File: src/rtl/pgfault_pkg.sv
package pgfault_pkg;
  typedef enum logic [1:0] {
    PD_NONE   = 2'b00,
    PD_WEAK   = 2'b01,
    PD_MID    = 2'b10,
    PD_STRONG = 2'b11
  } pd_code_e;
endpackage

File: src/rtl/pgfault_trip_latch.sv
module pgfault_trip_latch (
  input  logic clk,
  input  logic rst,
  input  logic active,
  input  logic oc_flag,
  input  logic sc_flag,
  output logic trip_next,
  output logic trip_q,
  output logic inhibit_q
);
  // Short-circuit shares the overcurrent latch path.
  assign trip_next = active & (trip_q | oc_flag | sc_flag);

  always_ff @(posedge clk) begin
    if (rst) begin
      trip_q    <= 1'b0;
      inhibit_q <= 1'b1;
    end else begin
      trip_q    <= trip_next;
      inhibit_q <= ~active | trip_next;
    end
  end
endmodule

File: src/rtl/pgfault_code_enc.sv
module pgfault_code_enc
  import pgfault_pkg::*;
(
  input  logic     clk,
  input  logic     rst,
  input  logic     active,
  input  logic     trip_next,
  input  logic     ov_flag,
  input  logic     uv_flag,
  input  logic     ss_active,
  output pd_code_e code_q,
  output logic     pg_q
);
  pd_code_e live_code;
  pd_code_e code_d;
  logic     any_cond;

  always_comb begin
    any_cond = trip_next | ov_flag | uv_flag | ss_active;
    if (trip_next)               live_code = PD_STRONG;
    else if (ov_flag)            live_code = PD_MID;
    else if (uv_flag | ss_active) live_code = PD_WEAK;
    else                         live_code = PD_NONE;

    if (!active || !any_cond)    code_d = PD_NONE;
    else if (code_q > live_code) code_d = code_q;
    else                         code_d = live_code;
  end

  always_ff @(posedge clk) begin
    if (rst) begin
      code_q <= PD_NONE;
      pg_q   <= 1'b0;
    end else begin
      code_q <= code_d;
      pg_q   <= active & ~any_cond;
    end
  end
endmodule

File: src/rtl/pgfault_sense_strobe.sv
module pgfault_sense_strobe #(
  parameter int SENSE_DELAY = 4
) (
  input  logic clk,
  input  logic rst,
  input  logic hold,
  input  logic lg_gate,
  output logic strobe_q
);
  localparam int CNT_W = (SENSE_DELAY > 1) ? $clog2(SENSE_DELAY) : 1;
  localparam logic [CNT_W-1:0] LOAD = CNT_W'(SENSE_DELAY - 1);

  logic             lg_prev;
  logic             armed;
  logic [CNT_W-1:0] cnt;

  always_ff @(posedge clk) begin
    if (rst) begin
      lg_prev  <= 1'b0;
      armed    <= 1'b0;
      cnt      <= '0;
      strobe_q <= 1'b0;
    end else begin
      lg_prev  <= lg_gate;
      strobe_q <= 1'b0;
      if (!lg_gate || hold) begin
        armed <= 1'b0;
      end else if (!lg_prev) begin
        armed <= 1'b1;
        cnt   <= LOAD;
      end else if (armed) begin
        if (cnt == '0) begin
          strobe_q <= 1'b1;
          armed    <= 1'b0;
        end else begin
          cnt <= cnt - 1'b1;
        end
      end
    end
  end
endmodule

File: src/rtl/pgfault_supervisor.sv
module pgfault_supervisor
  import pgfault_pkg::*;
#(
  parameter int SENSE_DELAY = 4
) (
  input  logic       clk,
  input  logic       rst,
  input  logic       por_ok,
  input  logic       en,
  input  logic       ss_active,
  input  logic       uv_flag,
  input  logic       ov_flag,
  input  logic       oc_flag,
  input  logic       sc_flag,
  input  logic       lg_gate,
  output logic       pg_good,
  output logic [1:0] pd_code,
  output logic       drv_inhibit,
  output logic       sense_strobe
);
  logic     active;
  logic     trip_next;
  logic     trip_q;
  pd_code_e code_q;

  assign active = por_ok & en;

  pgfault_trip_latch u_latch (
    .clk       (clk),
    .rst       (rst),
    .active    (active),
    .oc_flag   (oc_flag),
    .sc_flag   (sc_flag),
    .trip_next (trip_next),
    .trip_q    (trip_q),
    .inhibit_q (drv_inhibit)
  );

  pgfault_code_enc u_enc (
    .clk       (clk),
    .rst       (rst),
    .active    (active),
    .trip_next (trip_next),
    .ov_flag   (ov_flag),
    .uv_flag   (uv_flag),
    .ss_active (ss_active),
    .code_q    (code_q),
    .pg_q      (pg_good)
  );

  pgfault_sense_strobe #(.SENSE_DELAY(SENSE_DELAY)) u_strobe (
    .clk      (clk),
    .rst      (rst),
    .hold     (drv_inhibit),
    .lg_gate  (lg_gate),
    .strobe_q (sense_strobe)
  );

  assign pd_code = code_q;
endmodule

File: config.mk
export PLATFORM = sky130hd
export DESIGN_NAME = pgfault_supervisor
export DESIGN_NICKNAME = d
export VERILOG_FILES = /design/src/rtl/pgfault_pkg.sv /design/src/rtl/pgfault_trip_latch.sv /design/src/rtl/pgfault_code_enc.sv /design/src/rtl/pgfault_sense_strobe.sv /design/src/rtl/pgfault_supervisor.sv
export SDC_FILE = /design/constraint.sdc
export NUM_CORES = 1
export LEC_CHECK = 0
export ABC_AREA = 1
export CORE_AREA = 2 2 39 41
export DETAILED_ROUTE_END_ITERATION = 7
export DIE_AREA = 0 0 41 43
export PLACE_DENSITY = 0.69
export SETUP_SLACK_MARGIN = 0.3
export SYNTH_ARGS = -nofsm -noshare
export SYNTH_HDL_FRONTEND = slang
export SYNTH_HIERARCHICAL = 1
export SYNTH_SLANG_ARGS = --single-unit
File: constraint.sdc
create_clock -name clk -period 2.2 [get_ports clk]
set_input_delay 0.22 -clock clk [delete_from_list [all_inputs] [get_ports clk]]
set_output_delay 0.22 -clock clk [all_outputs]
set_load 0.05 [all_outputs]
==> results.yml, run 1 <==
run_status:
  status: "finished clean"
power_and_ir_drop:
  switching_share_pct: 25.71
  pwr-share-comb_pct: 18.5
  p_clk_share_pct: 31.8
  finalPower_mw: 0.3775
  ir_worst_vdd_mv: 0.2052
  p_leak_nw: 0.3311
  p_sw_mw: 0.09706
  power_density_mw_per_mm2: 525.7
  p_seq_share_pct: 49.8
  intPower_mw: 0.2805
synthesis:
  synth_top_cell_area_share_pct: 37.38
  ys_ff_latch: 10
  netlist_top_cells_area: "dfxtp_1 (37%), inv_1 (13%), nand2_1 (12%)"
  yosysUniqueCellTypes: 17
  syn-num-nets: 91
  synthCells: 78
  yosysSeqAreaShare_pct: 37.38
  yosys_warnings: 6
  yosys.area.top_type: "dfxtp_1"
  avgSynthCellArea_um2: 6.866
  syn_area_um2: 535.5
sta:
  tightest_slew_ns: 0.4937
  setup_viol: 0
  fin_worst_skew_ns: 0.0007996
  period_share_pct: 77.71
  rsz0062_at_grt: "false"
  holdWs_ns: 0.4672
  setup_slack_ns: 0.4903
  hold_viol_final: 0
  fin_crit_ns: 1.710
  tns_ns: 0
  fmax_mhz: 584.9
  max-slew-margin-rel_pct: 66.98
  slew_viol_final: 0
floorplanning:
  start_util_pct: 38.70
  die_area_mm2: 0.001763
  fp.coreArea_mm2: 0.001384
  fp.dieH_um: 43
  die_x_um: 41
  io_pins: 15
  rows: 14
clock_network:
  cts_buffers: 3
  clockBufferDepth: 2
  insertion_delay_ns: 0.26
  hold_buffers: 0
  clkSinkCount: 10
  htreeDepth: 1
  cts.clk_slew.worst_paths_ns: 0.06
  cts_setup_buffers: 0
  root_buffer: "clkbuf_4"
  cts_tree: "built"
  cts_resized: 0
grt:
  grt_util_met1_pct: 12.46
  antenna_found_initial: 0
  grt_pass1_wl_um: 1552
  grt_max_degree: 6
  grt.busiest_layer: "met2"
  grt-ovfl-total: 0
  use_met2_pct: 23.13
  grt_util_all_layers_pct: 13.13
  grt_pass1_vias: 436
  grt_util_met3_pct: 3.141
place:
  dp.cells: 108
  dp.final_hpwl_um: 798.1
  dpl_cell_area_um2: 695.7
  gp_congestion: 0.6322
  pre_cts_slack_ns: 0.2330
  io_buffers: 14
worst_setup_path:
  end_kind: "flip-flop"
  path_cells: "clkdlybuf4s50_1, nand2_1, inv_1, inv_1, a21oi_1, o21bai_1, ha_1, nand2_2, a21boi_0, nor2_1, nor2_1"
  reg2reg_from: "u_latch/trip_q$_SDFF_PP0_"
  cp_top_family: "buffers and inverters"
  arrival_ns: 1.90
  cp_slowest_cell: "clkdlybuf4s50_1"
  path_buf_inv: 3
  r2r_cells: 8
  critical_path_class: "in -> reg"
  start_kind: "primary input"
  required_ns: 2.39
  slowest_delay_ns: 0.45
  timing.rr.end: "u_enc/code_q[0]$_SDFFE_PP0P_"
  crit_fanout: 4
  rrSetupSlack_ns: 0.68
detailed_routing:
  post_drt_wl_per_cell_um: 8.432
  antenna_left: 0
  vias: 488
  drc: 0
  vias_per_cell: 4.396
  drt-total-wl_um: 936
  first_pass_iters: 4
  drtIter0Drc: 4
cells_and_area:
  layout_commonest_cell: "inv_1"
  fin_util_pct: 51.90
  fin_nets: 110
  area_delta_synth_final_pct: 34.11
  drive_above_1_share_pct: 12.63
  antennaDiodeCount: 0
  final_cells: 111
  final_cell_area_um2: 718.2
  layout_common_cells: "inv_1 (18), nand2_1 (17), clkdlybuf4s50_1 (14)"
min_path:
  worstHoldPathCells: 2
  min_from: "u_latch/trip_q$_SDFF_PP0_"
  min_path_type: "reg -> reg"
  holdPathEnd: "u_latch/inhibit_q$_SDFF_PP1_"
job:
  drv_cap: 0
-- worst register-to-register path, cell delays in order (launching register included) --
cell and delay, ns:
dfxtp_1 0.30, nor2_2 0.12, a21oi_1 0.11, nor2_2 0.19
ha_1 0.29, nand2_2 0.11, a21boi_0 0.19, nor2_1 0.07
nor2_1 0.09
-- state kept, by name, summed over array words and instances, names as in the netlist --
name	flops
u_latch/inhibit_q	1
u_strobe/armed	1
u_enc/pg_q	1
u_strobe/strobe_q	1
u_strobe/lg_prev	1
u_latch/trip_q	1
u_strobe/cnt	2
u_enc/code_q	2
-- cells in the mapped netlist (all sizes together) --
library cell,count
inv,19
nand2,18
nor2,14
dfxtp,10
nand3,6
a21oi,4
ha,3
a21boi,2
nor3,1
o21bai,1
-- logic make-up after synthesis --
family | synth area share [%]
flops | 37.38
simple gates | 33.64
compound gates | 8.646
fa+ha+maj | 7.010
buf+inv | 13.32
-- cell type report --
type                       instances  area (um^2)
clock buffer                       3        22.52
timing repair buffer              14        140.1
sequential                        10        200.2
tap                               16        20.02
fill                             144        665.6
multi-input combinational         49        264.0
inverter                          19        71.32
-- routing by layer --
layer	share of wire, %	wire, um
met1	43	404
met2	53	495
met3	3.8	36
met4	0	0
met5	0	0
-- how the worst max path moves through the flow --
stage / end / cells after the start / slack (ns) / from
after global routing: u_enc/code_q[0]$_SDFFE_PP0P_ / 11 / 0.32 / por_ok
after floorplan: u_enc/code_q[0]$_SDFFE_PP0P_ / 6 / 0.75 / u_enc/code_q[0]$_SDFFE_PP0P_
after detailed placement: u_enc/code_q[0]$_SDFFE_PP0P_ / 11 / 0.23 / por_ok
final: u_enc/code_q[0]$_SDFFE_PP0P_ / 11 / 0.49 / por_ok
after global placement: u_enc/code_q[0]$_SDFFE_PP0P_ / 11 / 0.28 / por_ok
after CTS: drv_inhibit / 1 / 0.49 / u_latch/inhibit_q$_SDFF_PP1_
-- power groups by stage --
stage	Combinational [mW]	Clock, mW	Sequential, mW
global route	0.0778	0.139	0.188
global placement	0.0681	0	0.192
floorplan	0.0356	0	0.198
CTS	0.0700	0.130	0.188
finish	0.0697	0.120	0.188
detailed placement	0.0698	0	0.192
(Power assumes the default switching activity.)
==> run 2, diff against run 1 <==
- CORE_AREA: 2 2 39 41 -> not set
- CORE_UTILIZATION: not set -> 40
- DIE_AREA: 0 0 41 43 -> not set
- PLACE_DENSITY: 0.69 -> 0.71
- clock period: 2.2 -> 1.45 ns (I/O delays scaled with it)
==> run 2 against run 1 <==
Clock skew increased by 0.0015 ns. Largest power group unchanged. Clock-buffer cell count did not move. First-iteration DRC count increased by 50%. Worst setup slack got worse by 0.45 ns. Critical endpoint unchanged. Flip-flop and latch count stayed put. Critical path depth is 3 lower. Sequential power increased by 53%. Utilization rose by 26 points. Non-clock buffer count up 11.
==> results.yml, run 2 (synthesis results as in run 1) <==
place:
  pre_cts_slack_ns: -0.3188
  io_buffers: 14
  dp.cells: 111
  dpl_cell_area_um2: 743.2
  gp_congestion: 0.7211
  dp.final_hpwl_um: 729.6
cells_and_area:
  drive_above_1_share_pct: 45.28
  area.sequential_um2: 205.2
  multiInputGateArea_um2: 367.9
  final_cells: 120
  nFillCells: 80
  layout_commonest_cell: "inv_1"
  antennaDiodeCount: 0
  layout_common_cells: "inv_1 (17), buf_4 (14), nand2_1 (11)"
  reg.largest.list: "u_enc/code_q x2, u_strobe/cnt x2"
  fin_nets: 121
  fin_util_pct: 77.67
  area_delta_synth_final_pct: 69.86
  final_cell_area_um2: 909.6
clock_network:
  cts_buffers: 3
  cts.clk_slew.worst_paths_ns: 0.06
  clkSinkCount: 10
  insertion_delay_ns: 0.26
  clockBufferDepth: 2
  htreeDepth: 1
  hold_buffers: 0
  root_buffer: "clkbuf_4"
  cts_tree: "built"
grt:
  grt_pass1_wl_um: 1994
  grt_pass1_vias: 494
  grt-ovfl-total: 0
  antenna_found_initial: 0
  grt_max_degree: 6
  grt_util_all_layers_pct: 20.53
  grt.busiest_layer: "met2"
  use_met2_pct: 32.50
  grt_util_met1_pct: 23.30
  grt_util_met3_pct: 8.671
detailed_routing:
  vias: 520
  antenna_left: 0
  drc: 0
  drt-total-wl_um: 1133
  post_drt_wl_per_cell_um: 9.442
  first_pass_iters: 4
  drtIter0Drc: 6
  vias_per_cell: 4.333
sta:
  period_share_pct: 96.93
  fin_worst_skew_ns: 0.002349
  fmax_mhz: 711.5
  holdWs_ns: 0.4011
  setup_slack_ns: 0.04453
  tightest_slew_ns: 0.2199
  hold_viol_final: 0
  setup_viol: 0
  max-slew-margin-rel_pct: 85.32
  rsz0062_at_grt: "true"
  slew_viol_final: 0
  tns_ns: 0
  fin_crit_ns: 1.405
worst_setup_path:
  path_buf_inv: 0
  path_cells: "nor2_4, a21oi_4, o21bai_4, ha_4, nand2_4, a21boi_2, nor2_1, nor2_1"
  cp_top_family: "compound AO/OA/AOI/OAI gates"
  cp_slowest_cell: "dfxtp_2"
  crit_fanout: 4
  arrival_ns: 1.57
  start_kind: "flip-flop"
  r2r_cells: 8
  crit_cells: 8
  critical_path_class: "reg -> reg"
  required_ns: 1.61
  slowest_delay_ns: 0.32
  critPathMostFrequentCell: "nor2_1"
  end_kind: "flip-flop"
power_and_ir_drop:
  power_density_mw_per_mm2: 706.6
  p_leak_nw: 0.4316
  pwr-share-comb_pct: 26.5
  p_seq_share_pct: 44.8
  finalPower_mw: 0.6427
  switching_share_pct: 27.64
  intPower_mw: 0.4651
  p_sw_mw: 0.1777
  ir_worst_vdd_mv: 0.5441
  p_clk_share_pct: 28.8
floorplanning:
  start_util_pct: 45.73
  io_pins: 15
  fp.dieH_um: 38.59
  die_x_um: 38.59
  rows: 12
  fp.coreArea_mm2: 0.001171
  die_area_mm2: 0.001489
run_status:
  status: "finished clean"
job:
  drv_cap: 0
min_path:
  min_path_type: "in -> reg"
  worstHoldPathCells: 4
==> run 2: per-layer routing <==
metal	part of all wire [%]	vias up	wire length [um]
met2	49	13	560
met1	44	210	504
met3	4.3	5	49
li1	-	292	-
met4	1.6	0	18
met5	0	-	0
==> run 2: power by group through the flow <==
stage                     Combinational, mW  Clock [mW]  Sequential (mW)
after floorplan                      0.0569           0            0.302
after global placement                0.119           0            0.293
after detailed placement              0.119           0            0.293
after CTS                             0.137       0.192            0.287
after global routing                  0.188       0.205            0.289
final                                 0.170       0.185            0.288
==> run 2: tightest hold or removal path, delay by kind of cell <==
kind	cells	cell delay (ns)
buffers and inverters	2	0.35
AND/OR/NAND/NOR	2	0.13
==> run 2: what timing repair did <==
action | CTS | global route
pin swaps | 8 | 3
resized for setup | 6 | 22
endpoints found under the setup margin | 2 | 7
hold endpoints to repair | 0 | 0
buffers inserted | 6 | 0
==> run 2: path summary, 6_finish.rpt <==
check	start	end	slack, ns
max	u_latch/trip_q$_SDFF_PP0_	u_enc/code_q[0]$_SDFFE_PP0P_	0.04
min	oc_flag	u_latch/inhibit_q$_SDFF_PP1_	0.40
max reg2reg	u_latch/trip_q$_SDFF_PP0_	u_enc/code_q[0]$_SDFFE_PP0P_	0.04
min reg2reg	u_strobe/armed$_SDFF_PP0_	u_strobe/strobe_q$_SDFF_PP0_	0.49
==> run 2: cell type report <==
class / instances / area share [%]
clock buffer: 3 / 2.476
multi-input combinational: 49 / 40.44
tap: 14 / 1.926
sequential: 10 / 22.56
inverter: 19 / 7.840
timing repair buffer: 25 / 24.76
==> run 3, diff against run 2 <==
- CTS_CLUSTER_DIAMETER: not set -> 60
==> results of run 3 <==
Same layout as run 2: the final DEF is identical, and so are final timing and power.
